[config.mk]
export PLATFORM = sky130hd
export DESIGN_NAME = tbljmp_unit
export DESIGN_NICKNAME = d
export VERILOG_FILES = /design/src/rtl/tj_pkg.sv /design/src/rtl/tj_addr_gen.sv /design/src/rtl/tj_entry_fmt.sv /design/src/rtl/tj_ctrl.sv /design/src/rtl/tbljmp_unit.sv
export SDC_FILE = /design/constraint.sdc
export NUM_CORES = 1
export LEC_CHECK = 0
export ABC_AREA = 1
export BUFFER_PORTS_ARGS = -buffer_cell sky130_fd_sc_hd__buf_2
export CORE_ASPECT_RATIO = 1.1
export CORE_MARGIN = 2
export CORE_UTILIZATION = 39
export CTS_CLUSTER_DIAMETER = 30
export DETAILED_ROUTE_END_ITERATION = 8
export PLACE_DENSITY_LB_ADDON = 0.25
export SKIP_LAST_GASP = 1
export SYNTH_ARGS = -nofsm -noshare
export SYNTH_HDL_FRONTEND = slang
export SYNTH_SLANG_ARGS = --single-unit
[constraint.sdc]
create_clock -name clk -period 3.6 [get_ports clk]
set_input_delay 0.18 -clock clk [delete_from_list [all_inputs] [get_ports clk]]
set_output_delay 0.18 -clock clk [all_outputs]
set_load 0.01 [all_outputs]
[src/rtl/tj_pkg.sv]
package tj_pkg;

    localparam int MODE_W   = 6;
    localparam int INDEX_W  = 8;
    localparam int INDEX_LSB = 2;
    localparam int LINK_MIN = 32;

    typedef enum logic [2:0] {
        ST_IDLE,
        ST_CHECK,
        ST_READ_REQ,
        ST_WAIT_RSP,
        ST_COMMIT,
        ST_ABORT
    } tj_state_e;

    typedef enum logic [1:0] {
        AB_NONE,
        AB_ILLEGAL,
        AB_VIRTUAL,
        AB_FAULT
    } tj_abort_e;

endpackage

[src/rtl/tj_addr_gen.sv]
// Index extraction, link decision, mode check and entry address.
module tj_addr_gen
    import tj_pkg::*;
#(
    parameter int XW = 64
) (
    input  logic [15:0]   insn,
    input  logic [XW-1:0] csr,
    input  logic          xlen64,
    output logic          mode_legal,
    output logic          link_req,
    output logic [XW-1:0] entry_addr,
    output logic          dword
);
    localparam int SH32 = 2;
    localparam int SH64 = 3;

    logic [INDEX_W-1:0] index;
    logic [XW-1:0]      base;
    logic [XW-1:0]      sum64;
    logic [31:0]        sum32;

    always_comb begin
        index      = insn[INDEX_LSB +: INDEX_W];
        link_req   = (int'(index) >= LINK_MIN);
        mode_legal = (csr[MODE_W-1:0] == '0);
        base       = {csr[XW-1:MODE_W], {MODE_W{1'b0}}};
        sum64      = base + (XW'(index) << SH64);
        sum32      = base[31:0] + (32'(index) << SH32);
        dword      = xlen64;
        entry_addr = xlen64 ? sum64 : {{(XW-32){1'b0}}, sum32};
    end
endmodule

[src/rtl/tj_entry_fmt.sv]
// Byte-order correction, width handling and bit-0 clearing of a table entry.
module tj_entry_fmt #(
    parameter int XW = 64
) (
    input  logic [XW-1:0] raw,
    input  logic          xlen64,
    input  logic          big_end,
    output logic [XW-1:0] target
);
    localparam int NB_D = XW / 8;
    localparam int NB_W = 4;

    logic [XW-1:0] rev_d;
    logic [31:0]   rev_w;
    logic [XW-1:0] ent_d;
    logic [31:0]   ent_w;
    logic [XW-1:0] merged;

    for (genvar g = 0; g < NB_D; g++) begin : g_rev_d
        assign rev_d[8*g +: 8] = raw[8*(NB_D-1-g) +: 8];
    end
    for (genvar g = 0; g < NB_W; g++) begin : g_rev_w
        assign rev_w[8*g +: 8] = raw[8*(NB_W-1-g) +: 8];
    end

    always_comb begin
        ent_d  = big_end ? rev_d : raw;
        ent_w  = big_end ? rev_w : raw[31:0];
        merged = xlen64 ? ent_d : {{(XW-32){ent_w[31]}}, ent_w};
        target = {merged[XW-1:1], 1'b0};
    end
endmodule

[src/rtl/tj_ctrl.sv]
// Sequencing state machine for one table-jump instruction.
module tj_ctrl
    import tj_pkg::*;
(
    input  logic      clk,
    input  logic      rst_n,
    input  logic      start,
    input  logic      gate_deny,
    input  logic      gate_virt,
    input  logic      mode_legal,
    input  logic      mem_ready,
    input  logic      rsp_valid,
    input  logic      rsp_err,
    output tj_state_e state,
    output tj_abort_e cause,
    output logic      cap_en,
    output logic      load_en
);
    tj_state_e state_d;
    tj_abort_e cause_d;

    always_ff @(posedge clk or negedge rst_n) begin
        if (!rst_n) begin
            state <= ST_IDLE;
            cause <= AB_NONE;
        end else begin
            state <= state_d;
            cause <= cause_d;
        end
    end

    always_comb begin
        state_d = state;
        cause_d = cause;
        cap_en  = 1'b0;
        load_en = 1'b0;
        unique case (state)
            ST_IDLE: begin
                if (start) begin
                    cap_en  = 1'b1;
                    cause_d = AB_NONE;
                    state_d = ST_CHECK;
                end
            end
            ST_CHECK: begin
                // gate verdict first, then mode legality
                if (gate_deny) begin
                    cause_d = gate_virt ? AB_VIRTUAL : AB_ILLEGAL;
                    state_d = ST_ABORT;
                end else if (!mode_legal) begin
                    cause_d = AB_ILLEGAL;
                    state_d = ST_ABORT;
                end else begin
                    state_d = ST_READ_REQ;
                end
            end
            ST_READ_REQ: begin
                if (mem_ready) state_d = ST_WAIT_RSP;
            end
            ST_WAIT_RSP: begin
                if (rsp_valid) begin
                    if (rsp_err) begin
                        cause_d = AB_FAULT;
                        state_d = ST_ABORT;
                    end else begin
                        load_en = 1'b1;
                        state_d = ST_COMMIT;
                    end
                end
            end
            ST_COMMIT: state_d = ST_IDLE;
            ST_ABORT:  state_d = ST_IDLE;
            default:   state_d = ST_IDLE;
        endcase
    end
endmodule

[src/rtl/tbljmp_unit.sv]
module tbljmp_unit
    import tj_pkg::*;
#(
    parameter int XW = 64
) (
    input  logic          clk,
    input  logic          rst_n,
    input  logic          start,
    input  logic [15:0]   insn,
    input  logic [XW-1:0] next_pc,
    input  logic [XW-1:0] jt_csr,
    input  logic          xlen64,
    input  logic          big_end,
    input  logic          gate_deny,
    input  logic          gate_virt,
    output logic          busy,
    output logic          mem_req,
    output logic [XW-1:0] mem_addr,
    output logic          mem_dword,
    input  logic          mem_ready,
    input  logic          mem_rsp_valid,
    input  logic [XW-1:0] mem_rsp_data,
    input  logic          mem_rsp_err,
    output logic          pc_valid,
    output logic [XW-1:0] pc_target,
    output logic          link_we,
    output logic [XW-1:0] link_data,
    output logic          trap_illegal,
    output logic          trap_virtual,
    output logic          access_fault
);
    // captured instruction context
    logic [15:0]   insn_q;
    logic [XW-1:0] npc_q;
    logic [XW-1:0] csr_q;
    logic          x64_q;
    logic          be_q;
    logic [XW-1:0] tgt_q;

    tj_state_e st;
    tj_abort_e cause;
    logic      cap_en;
    logic      load_en;
    logic      mode_legal;
    logic      link_req;
    logic [XW-1:0] addr_w;
    logic      dword_w;
    logic [XW-1:0] tgt_w;

    tj_ctrl i_ctrl (
        .clk        (clk),
        .rst_n      (rst_n),
        .start      (start),
        .gate_deny  (gate_deny),
        .gate_virt  (gate_virt),
        .mode_legal (mode_legal),
        .mem_ready  (mem_ready),
        .rsp_valid  (mem_rsp_valid),
        .rsp_err    (mem_rsp_err),
        .state      (st),
        .cause      (cause),
        .cap_en     (cap_en),
        .load_en    (load_en)
    );

    tj_addr_gen #(.XW(XW)) i_addr (
        .insn       (insn_q),
        .csr        (csr_q),
        .xlen64     (x64_q),
        .mode_legal (mode_legal),
        .link_req   (link_req),
        .entry_addr (addr_w),
        .dword      (dword_w)
    );

    tj_entry_fmt #(.XW(XW)) i_fmt (
        .raw     (mem_rsp_data),
        .xlen64  (x64_q),
        .big_end (be_q),
        .target  (tgt_w)
    );

    always_ff @(posedge clk or negedge rst_n) begin
        if (!rst_n) begin
            insn_q <= '0;
            npc_q  <= '0;
            csr_q  <= '0;
            x64_q  <= 1'b0;
            be_q   <= 1'b0;
            tgt_q  <= '0;
        end else begin
            if (cap_en) begin
                insn_q <= insn;
                npc_q  <= next_pc;
                csr_q  <= jt_csr;
                x64_q  <= xlen64;
                be_q   <= big_end;
            end
            if (load_en) tgt_q <= tgt_w;
        end
    end

    // output decode from state
    always_comb begin
        busy         = (st != ST_IDLE);
        mem_req      = (st == ST_READ_REQ);
        mem_addr     = addr_w;
        mem_dword    = dword_w;
        pc_valid     = (st == ST_COMMIT);
        pc_target    = tgt_q;
        link_we      = (st == ST_COMMIT) && link_req;
        link_data    = npc_q;
        trap_illegal = (st == ST_ABORT) && (cause == AB_ILLEGAL);
        trap_virtual = (st == ST_ABORT) && (cause == AB_VIRTUAL);
        access_fault = (st == ST_ABORT) && (cause == AB_FAULT);
    end
endmodule

## Yosys cells after proc, flatten, opt, wreduce, memory -nomap -nowiden

Index checks and enable logic that the tools add are counted.

- Flip-flop bits (word level): 208
- Input bits: 218

- Add/subtract/negate cells: 2
- $lt $le $gt $ge: 1
- Equal/unequal tests: 13
- Muxes and demuxes: 23
- Reduce and logical (&&, ||, !) cells: 10

Operators with widths:

| cell | count |
|---|---|
| 64-bit 2-to-1 mux | 3 |
| 64-bit by 11-bit adder with 64-bit output | 1 |
| 32-bit by 10-bit adder with 32-bit output | 1 |
| 32-bit 2-to-1 mux | 1 |
| 3-bit 2-to-1 mux | 5 |
| 2-bit 2-to-1 mux | 6 |
| 3-bit one-hot mux with 4 select lines | 1 |
| 8-bit by 6-bit greater-or-equal comparator with 1-bit output, second input constant | 1 |
| 3-bit by 2-bit equality test with 1-bit output, second input constant | 2 |
| 3-bit equality test, second input constant | 2 |
| 6-bit logical NOT | 1 |
| 1-bit 2-to-1 mux | 6 |
| 2-bit != test, second input constant | 3 |
| 2-bit one-hot mux with 3 select lines | 1 |
| 3-bit nonzero test | 2 |
| 5-bit AND reduction | 1 |
| 2-bit equality test, second input constant | 2 |
| 1-bit logical AND | 4 |
| 3-bit by 1-bit equality test with 1-bit output, second input constant | 1 |
| 3-bit logical NOT | 1 |
| 3-bit != test, second input constant | 1 |
| 3-bit AND reduction | 1 |
| 2-bit by 1-bit equality test with 1-bit output, second input constant | 1 |
| 2-bit by 1-bit != test with 1-bit output, second input constant | 1 |

## Longest topological paths before layout

Gate-level depths: netlist of the first run.

- Depth after elaboration: 4
- Mapped depth: 12

## Cells and area by module

Synthesis of the first run repeated with hierarchy kept, for this count alone.

- Cell total of the unflattened synthesis: 1936
- Area, all modules: 12936.2 µm²

Modules (own cells, without submodules):

| module | times used | cells each | area each (µm²) |
|---|---|---|---|
| tbljmp_unit | 1 | 904 | 8175.3 |
| tj_addr_gen | 1 | 663 | 3057.9 |
| tj_entry_fmt | 1 | 318 | 1355.0 |
| tj_ctrl | 1 | 51 | 347.8 |

## Least setup slack after synthesis of the first run

No wires, ideal clock.

- Path kind: register to output
- From: register insn_q[6]
- To: output port mem_addr[18]
- Arrival: 1.892 ns
- Required time: 3.420 ns
- Slack: 1.528 ns
- Cell stages (with the launch flop): 9
- Buffers on the path: 0
- Cell sequence: dfrtp_1 -> ha_1 -> inv_1 -> fa_1 -> o21ai_0 -> nand3_1 -> nand2_1 -> nand2_1 -> xor2_1

- Cells in the longest elaborated chain, start to end: 2
- Elaborated cells on any way between the ends: 3
- Classes of those cells: add/sub: 2; mux: 1

RTL lines:

| item | RTL line | text |
|---|---|---|
| from (decl) | tbljmp_unit.sv:33 | `logic [15:0] insn_q;` |
| from (signal assigned) | tbljmp_unit.sv:93 | `insn_q <= insn;` |
| 64-bit by 11-bit adder with 64-bit output or 32-bit by 10-bit adder with 32-bit output (tied branches) | tj_addr_gen.sv:28, tj_addr_gen.sv:29 |  |
| 64-bit 2-to-1 mux (*) | tj_addr_gen.sv:31 | `entry_addr = xlen64 ? sum64 : {{(XW-32){1'b0}}, sum32};` |
| to (decl) | tbljmp_unit.sv:18 | `output logic [XW-1:0] mem_addr,` |

Mark *: on every way between the ends. The rest lies on a longest branch, timed or not.

## Final worst setup path of the first run

- From: register insn_q[6]
- To: output port mem_addr[20]

Same word-level chain as after synthesis.

==> results of run 1 <==
## area by class of cell
cell class / count / area [um2] / area share
diodes: 4 / 10.01 / 0.0005632
clock buffers: 65 / 1526 / 0.08589
clock inverters: 40 / 455.4 / 0.02562
inverters: 132 / 495.5 / 0.02788
multi-input cells: 1114 / 5718 / 0.3217
flip-flops and latches: 206 / 5159 / 0.2902
well taps: 374 / 467.9 / 0.02633
repair buffers: 594 / 3941 / 0.2218
## worst max-delay path, delay by kind of cell, from the launching register on
kind                     cells  cell delay (ns)
buffers and inverters        2             0.24
flip-flops                   1             0.41
AO/OA/AOI/OAI                1             0.41
XOR/XNOR                     1             0.20
adder cells (fa/ha/maj)      2             0.67
AND/OR/NAND/NOR              3             0.46
## worst paths after layout
| check | from | endpoint | cells past startpoint |
|---|---|---|---|
| setup reg to reg | x64_q | pc_target[30] | 7 |
| hold / removal | mem_rsp_data[57] | pc_target[1] | 5 |
| setup / recovery | insn_q[6] | mem_addr[20] | 9 |
| max in group asynchronous | rst_n | insn_q[5] | 3 |
| min in group asynchronous | rst_n | csr_q[49] | 2 |
| hold reg to reg | pc_target[56] | pc_target[56] | 2 |
## where the power goes
part	switching [mW]	total [mW]	internal, mW
Combinational	4.06	6.67	2.60
Sequential	0.783	4.02	3.23
Clock	1.59	5.12	3.53
## per-stage QoR
step	area, um2	power [mW]	setup slack [ns]
final	17770	15.81	0.4730
after global routing	17770	16.85	0.2246
after CTS	17760	15.81	0.4434
after detailed placement	14030	10.40	1.055
after global placement	14030	10.29	1.085
after floorplan	11670	7.958	1.529
## logic make-up after synthesis
logic type | share of synthesized area
adders and majority gates | 0.01308
other | 0.0003214
muxes | 0.09073
buffers and inverters | 0.06971
and+or+nand+nor | 0.2735
DFF | 0.4419
AOI/OAI and AO/OA | 0.09878
xor gates and xnor gates | 0.01201
## cells in the final DEF (no fill, tap or decap), types with 30 or more instances in the layout
| cell | count |
|---|---|
| nor2_1 | 198 |
| nand2_1 | 473 |
| a21oi_1 | 86 |
| dfrtp_1 | 205 |
| dlygate4sd3_1 | 175 |
| nand3_1 | 50 |
| o221ai_1 | 30 |
| o21ai_1 | 32 |
| mux2_2 | 94 |
| o21ai_0 | 51 |
| buf_2 | 405 |
| clkbuf_16 | 57 |
| inv_1 | 127 |
## state kept, by name, indices dropped and copies added (netlist names)
name / cells
i_ctrl.cause: 2
x64_q: 1
csr_q: 64
be_q: 1
link_data: 64
i_ctrl.state: 3
insn_q: 8
pc_target: 63
## synthesized netlist by cell type (all sizes together)
master    n
inv     132
dfrtp   206
nand2   476
clkbuf   17
or2       1
fa        2
nor4      1
xnor2     7
o22ai     1
nor3     18
conb      1
nor2    213
o21bai    3
nand4    19
o221ai   30
xor2      9
mux2     94
o21ai    83
buf      49
nand3b    5
ha        9
a21oi    87
nand3    52
a31oi     1
## layer usage
metal	vias up	share of wire	track usage
li1	6119	-	-
met1	6047	0.41	0.3363
met2	589	0.47	0.4430
met3	116	0.085	0.06902
met4	0	0.039	0.1207
met5	-	0	0
## what timing repair did
action | 4_1_cts | 5_1_grt
endpoints found under the hold margin | 248 | 0
buffers inserted | 0 | 0
hold buffers | 175 | 0
==> impl_metrics.env, run 1 <==
export IMPL_netlist_top_cell_by_area="dfrtp_1"
export IMPL_cts_resized=0
export IMPL_grt_pass1_vias=12910
export IMPL_rsz0062_at_grt="false"
export IMPL_finalSetupViolations=0
export IMPL_cts_tree="done"
export IMPL_hold_violations=0
export IMPL_n_fill_cell=2548
export IMPL_critical_path_max_stage_delay_ns=0.41
export IMPL_synthCells=1516
export IMPL_clkLatencyLatePin_ns=0.58
export IMPL_grt_overflow=0
export IMPL_worstSetupStartpointType="flop"
export IMPL_grt_usage=0.2701
export IMPL_routedWlPerCell_um=17.13
export IMPL_first_pass_iters=6
export IMPL_cts_root_buf="clkbuf_16"
export IMPL_power_density_nw_per_um2=889.4
export IMPL_irDropWorstVdd_mv=0.5602
export IMPL_dp_hpwl_um=30070
export IMPL_max_freq_mhz=319.8
export IMPL_final_setup_tns_ns=0
export IMPL_start_util=0.3957
export IMPL_ys_seq_elements=206
export IMPL_ys_warn_count=0
export IMPL_worst_hold_slack_ns=0.02217
export IMPL_ant_nets=0
export IMPL_critical_path_arrival_ns=2.95
export IMPL_grt_pass1_wl_um=66970
export IMPL_htreeDepth=2
export IMPL_tightest_slew_ns=0.7315
export IMPL_p_leak_nw=9.127
export IMPL_synth_top_area_frac=0.4419
export IMPL_die_h_um=185.4
export IMPL_via_count=12870
export IMPL_cts_buffer_depth=3
export IMPL_avgViaCountPerCell=5.089
export IMPL_critPathMaxFanout=6
export IMPL_nets=2333
export IMPL_coreArea_um2=29480
export IMPL_cts_sinks=206
export IMPL_numCtsBuffers=56
export IMPL_antenna_found_initial=2
export IMPL_drt_wl_total_um=43330
export IMPL_die_area_um2=31310
export IMPL_num_io_pins=418
export IMPL_ys_seq_area_frac=0.4419
export IMPL_drv_slew=0
export IMPL_io_buffers=406
export IMPL_fin_util=0.6029
export IMPL_gp_congestion=0.8952
export IMPL_hp_class="input pin to flop"
export IMPL_fp_dieW_um=168.9
export IMPL_clk_pin_slew_ns=0.04
export IMPL_drive_above_1_share=0.2999
export IMPL_ys_top_cells_by_area="dfrtp_1, nand2_1, mux2_2"
export IMPL_relSlewSlack=0.5123
export IMPL_drt_initial_drc_count=864
export IMPL_cp_required_ns=3.42
export IMPL_ys_types=34
export IMPL_dp_cells=2245
export IMPL_rows=66
export IMPL_synth_area_per_cell_um2=7.695
export IMPL_areaGrowthSynthToFinish_pct=52.35
export IMPL_crit_top_cell="nand2_1"
export IMPL_status="finished clean"
export IMPL_end_kind="output port"
export IMPL_maxCapViolations=0
export IMPL_crit_slowest_cell="dfrtp_1"
export IMPL_instances_no_fill=2529
export IMPL_finalCritPeriodShare=0.8686
export IMPL_drcViolationCount=0
export IMPL_syn_area_um2=11670
export IMPL_criticalPathCategory="flop to output port"
export IMPL_path_cells="ha_1, inv_1, fa_1, o21ai_0, nand2_1, nand2_1, nand2_1, xnor2_1, buf_2"
export IMPL_grt_max_degree=105
export IMPL_fin_crit_ns=3.127
export IMPL_clock_skew_ns=0.02138
export IMPL_rrSetupSlack_ns=1.03
Power figures use the tool's default switching activity.
==> run 2: changes to the inputs <==
Settings changed: BUFFER_PORTS_ARGS -buffer_cell sky130_fd_sc_hd__buf_2 to unset, CELL_PAD_IN_SITES_DETAIL_PLACEMENT set to 1, CELL_PAD_IN_SITES_GLOBAL_PLACEMENT set to 2, CORE_UTILIZATION 39 to 38, DONT_BUFFER_PORTS set to 1.
==> impl_metrics.env, run 2 (same netlist as run 1, synthesis figures left out) <==
export IMPL_worstSetupStartpointType="flop"
export IMPL_criticalPathCategory="flop to output port"
export IMPL_clk_pin_slew_ns=0.05
export IMPL_placed_cell_area_um2=11970
export IMPL_ant_nets=0
export IMPL_antenna_found_initial=1
export IMPL_io_buffers=0
export IMPL_power_density_nw_per_um2=941.6
export IMPL_cts_tree="done"
export IMPL_post_cts_buffers=0
export IMPL_cts_root_buf="clkbuf_16"
export IMPL_grt_usage=0.2919
export IMPL_dp_hpwl_um=29700
export IMPL_clkLatencyLatePin_ns=0.56
export IMPL_cts_resized=0
export IMPL_rows=67
export IMPL_max_freq_mhz=314.2
export IMPL_maxCapViolations=0
export IMPL_routedWlPerCell_um=21.37
export IMPL_path_cells="ha_1, inv_1, fa_1, o21ai_0, nand3_1, nand2_1, nand2_1, xor2_1"
export IMPL_finalCritPeriodShare=0.8842
export IMPL_drv_slew=0
export IMPL_fp_dieW_um=171.1
export IMPL_avgViaCountPerCell=5.227
export IMPL_start_util=0.3844
export IMPL_violations="negative hold slack"
export IMPL_p_total_mw=15.00
export IMPL_most_common_layout_cells="nand2_1, dlygate4sd3_1, dfrtp_1"
export IMPL_end_kind="output port"
export IMPL_drive_above_1_share=0.1273
export IMPL_die_h_um=187.8
export IMPL_finalSetupViolations=0
export IMPL_layout_setup_ws_ns=0.4169
export IMPL_tightest_slew_ns=1.105
export IMPL_critical_path_max_stage_delay_ns=0.47
export IMPL_num_io_pins=418
export IMPL_r2r_start="x64_q"
export IMPL_htreeDepth=2
export IMPL_fin_crit_ns=3.183
export IMPL_die_area_um2=32120
export IMPL_cts_sinks=206
export IMPL_final_setup_tns_ns=0
export IMPL_rrSetupSlack_ns=0.92
export IMPL_startpoint="insn_q[6]"
export IMPL_dp_cells=1877
export IMPL_hp_class="input pin to async pin"
export IMPL_irDropWorstVdd_mv=0.5092
export IMPL_fin_util=0.5251
export IMPL_clock_skew_ns=0.01360
export IMPL_relSlewSlack=0.2633
export IMPL_reg2reg_depth=7
export IMPL_grt_overflow=0
export IMPL_hold_buffers=215
export IMPL_fin_area_um2=15940
export IMPL_gp_congestion=0.8278
export IMPL_grt_pass1_vias=12750
export IMPL_worst_hold_slack_ns=-0.6793
export IMPL_grt_pass1_wl_um=72620
export IMPL_rr_endpoint="pc_target[1]"
export IMPL_cts_buffer_depth=3
export IMPL_coreArea_um2=30350
export IMPL_rsz0062_at_grt="false"
export IMPL_post_place_ws_ns=1.001
export IMPL_crit_slowest_cell="o21ai_0"
export IMPL_instances_no_fill=2190
export IMPL_crit_end="mem_addr[30]"
export IMPL_final_common_cell="nand2_1"
export IMPL_drt_initial_drc_count=443
export IMPL_cp_required_ns=3.42
export IMPL_critPathMaxFanout=6
export IMPL_critical_path_arrival_ns=3.00
export IMPL_n_fill_cell=3576
export IMPL_hold_violations=206
export IMPL_areaGrowthSynthToFinish_pct=36.59
export IMPL_nets=1961
export IMPL_drcViolationCount=0
export IMPL_p_leak_nw=7.495
export IMPL_numCtsBuffers=52
export IMPL_crit_top_cell="nand2_1"
export IMPL_first_pass_iters=5
export IMPL_drt_wl_total_um=46790
export IMPL_status="complete, but fails checks"
export IMPL_grt_max_degree=207
export IMPL_via_count=11450
run 2: cell count changes in the layout (fill, tap and decap cells not counted), moves of 2 or more:
cell           delta
diode_2           -3
clkbuf_8          +4
buf_12            -4
clkinv_2          -3
buf_2           -405
clkinvlp_4        -4
buf_4             +2
dlygate4sd3_1    +40
clkbuf_1          +3
clkbuf_16         -5
bufinv_16         -2
inv_16            -2
run 2: layer usage:
metal	track usage	up-vias	share of wire
met2	0.5321	378	0.52
li1	-	5357	-
met1	0.3231	5617	0.38
met4	0.09941	0	0.033
met3	0.08062	95	0.070
met5	0	-	0
run 2: layout make-up:
type	instances	area (um2)	area share
Antenna cell	1	2.502	0.0001570
Sequential cell	206	5159	0.3237
Inverter	132	495.5	0.03109
Clock inverter	30	340.3	0.02136
Multi-Input combinational cell	1114	5718	0.3588
Tap cell	414	518.0	0.03251
Timing Repair Buffer	226	2235	0.1402
Clock buffer	67	1468	0.09210
run 2: power breakdown:
group          internal (mW)  total [mW]  switching, mW
logic                   2.09        5.77           3.68
clock network           3.22        4.77           1.54
registers               3.23        4.46           1.23
run 2: how the worst min path moves through the flow:
stage	depth (start not counted)	slack, ns	startpoint	to
floorplan	0	-0.12	rst_n	be_q
global placement	0	-0.11	rst_n	link_data[37]
detailed placement	0	-0.11	rst_n	link_data[38]
CTS	0	-0.70	rst_n	csr_q[13]
global route	0	-0.70	rst_n	link_data[29]
finish	0	-0.68	rst_n	link_data[29]
run 2: critical path, delay by kind of cell (launching register included):
family | cells | cell delay, ns
DFF | 1 | 0.43
AOI/OAI and AO/OA | 1 | 0.47
and+or+nand+nor | 3 | 0.51
xor gates and xnor gates | 1 | 0.27
buffers and inverters | 1 | 0.07
adders and majority gates | 2 | 0.69
==> run 3: changes to the inputs <==
Settings changed: BUFFER_PORTS_ARGS set to -buffer_cell sky130_fd_sc_hd__buf_2, CORE_UTILIZATION 38 to 28, DONT_BUFFER_PORTS 1 to unset.
Clock period 3.6 ns to 3.3 ns, I/O delays scaled along.
==> impl_metrics.env, run 3 (same netlist as run 1, synthesis figures left out) <==
export IMPL_pwr_share_comb=0.431
export IMPL_critical_path_max_stage_delay_ns=0.45
export IMPL_cts_buffer_depth=3
export IMPL_whs_path_depth=5
export IMPL_drcViolationCount=0
export IMPL_rows=78
export IMPL_clk_pin_slew_ns=0.04
export IMPL_reg2reg_depth=7
export IMPL_internal_power_mw=10.72
export IMPL_layout_setup_ws_ns=0.2132
export IMPL_gp_congestion=0.8337
export IMPL_clock_power_share=0.325
export IMPL_criticalPathCategory="flop to output port"
export IMPL_fp_dieW_um=198.6
export IMPL_coreArea_um2=41180
export IMPL_finalCritPeriodShare=0.9354
export IMPL_drive_above_1_share=0.2948
export IMPL_r2r_start="x64_q"
export IMPL_rrSetupSlack_ns=0.79
export IMPL_ant_nets=0
export IMPL_antenna_found_initial=2
export IMPL_nets=2376
export IMPL_crit_cells=11
export IMPL_worstSetupStartpointType="flop"
export IMPL_maxCapViolations=0
export IMPL_swShare=0.4034
export IMPL_num_io_pins=418
export IMPL_via_count=12670
export IMPL_critPathBufInv=1
export IMPL_crit_slowest_cell="fa_1"
export IMPL_worst_hold_slack_ns=0.03397
export IMPL_fin_util=0.4482
export IMPL_numCtsBuffers=60
export IMPL_htreeDepth=2
export IMPL_tightest_slew_ns=1.007
export IMPL_fin_crit_ns=3.087
export IMPL_dp_hpwl_um=34110
export IMPL_post_place_ws_ns=0.7550
export IMPL_rr_endpoint="pc_target[21]"
export IMPL_max_freq_mhz=324.0
export IMPL_crit_end="mem_addr[22]"
export IMPL_rsz0062_at_grt="false"
export IMPL_path_cells="ha_1, fa_1, nand3_1, nand3_1, nand2_1, nand2_2, nand2_1, nand2_1, nand2_1, xor2_1, buf_2"
export IMPL_routedWlPerCell_um=17.67
export IMPL_p_leak_nw=9.364
export IMPL_seqPwrFrac=0.244
export IMPL_cts_root_buf="clkbuf_16"
export IMPL_critical_path_arrival_ns=2.92
export IMPL_irDropWorstVdd_mv=0.4331
export IMPL_drt_initial_drc_count=454
export IMPL_power_density_nw_per_um2=973.4
export IMPL_areaGrowthSynthToFinish_pct=58.23
export IMPL_grt_overflow=0
export IMPL_crit_family="simple AND/OR/NAND/NOR gates"
export IMPL_grt_pass1_vias=14120
export IMPL_drv_slew=0
export IMPL_drt_wl_total_um=48720
export IMPL_finalSetupViolations=0
export IMPL_fin_area_um2=18460
export IMPL_status="finished clean"
export IMPL_critPathMaxFanout=6
export IMPL_startpoint="csr_q[6]"
export IMPL_hold_violations=0
export IMPL_hp_class="input pin to flop"
export IMPL_end_kind="output port"
export IMPL_cts_sinks=206
export IMPL_placed_cell_area_um2=14270
export IMPL_relSlewSlack=0.3289
export IMPL_p_sw_mw=7.249
export IMPL_grt_usage=0.2274
export IMPL_die_area_um2=43320
export IMPL_cp_required_ns=3.13
export IMPL_clock_skew_ns=0.02601
export IMPL_first_pass_iters=5
export IMPL_clkLatencyLatePin_ns=0.61
export IMPL_avgViaCountPerCell=4.595
export IMPL_grt_max_degree=100
export IMPL_final_setup_tns_ns=0
export IMPL_crit_top_cell="nand2_1"
export IMPL_io_buffers=406
export IMPL_start_util=0.2833
export IMPL_grt_pass1_wl_um=76730
export IMPL_cts_tree="done"
export IMPL_most_common_layout_cells="nand2_1, buf_2, dlygate4sd3_1"
export IMPL_final_common_cell="nand2_1"
export IMPL_die_h_um=218.1
-- run 3: cell types whose count changed in the layout (fill, tap and decap cells not counted), moves of 2 or more --
cell           before  now
dlygate4sd3_1     215  211
bufinv_16           5    7
clkinv_2           10   13
buf_12              0    3
buf_2               0  405
clkbuf_1            4   10
clkinvlp_4         10    5
nand3_1            50   48
nand3_2             1    3
buf_4              11   13
clkbuf_16          52   60
-- run 3: worst min path at each step --
stage / start / end / slack (ns)
floorplan: rst_n / be_q / -0.13
global placement: rst_n / link_data[11] / 0.27
detailed placement: rst_n / link_data[11] / 0.27
CTS: mem_rsp_data[61] / pc_target[61] / 0.0003
global route: mem_rsp_data[37] / pc_target[37] / 0.05
finish: mem_rsp_data[31] / pc_target[31] / 0.03
-- run 3: stage by stage --
stage / instances / power (mW)
floorplan: 1518 / 8.681
detailed placement: 2434 / 11.59
finish: 2757 / 17.97
CTS: 2755 / 18.09
global placement: 2434 / 11.44
global route: 2756 / 19.25
-- run 3: routing by layer --
layer  track usage  up-vias  routed length (um)
li1              -     6186                   -
met3       0.05691       85                2987
met5             0        -                  13
met1        0.2542     6086               19120
met2        0.4120      309               25110
met4       0.08781        2                1488
-- run 3: area by class of cell --
| class | instances | area (um2) |
|---|---|---|
| fillers | 5078 | 22730 |
| repair buffers | 633 | 4312 |
| diodes | 2 | 5.005 |
| inverters | 132 | 495.5 |
| multi-input cells | 1114 | 5731 |
| flip-flops and latches | 206 | 5159 |
| clock inverters | 29 | 366.6 |
| well taps | 560 | 700.7 |
| clock buffers | 81 | 1690 |
-- run 3: timing repair --
action,4_1_cts,5_1_grt
buffers inserted,0,0
hold endpoints to repair,281,0
setup endpoints to repair,0,13
gates resized for setup,0,4
hold buffers,211,0
-- run 3: power groups by stage --
stage	logic [mW]	clock network, mW	registers (mW)
final	7.74	5.85	4.38
after global routing	8.62	6.10	4.52
after CTS	7.76	5.96	4.37
after detailed placement	7.20	0	4.39
after global placement	7.09	0	4.34
after floorplan	4.31	0	4.37
-- run 3: worst min-delay path: cells and delay by family --
kind	cells	cell delay [ns]
buffers and inverters	1	0.09
AND/OR/NAND/NOR	1	0.07
AO/OA/AOI/OAI	3	0.26
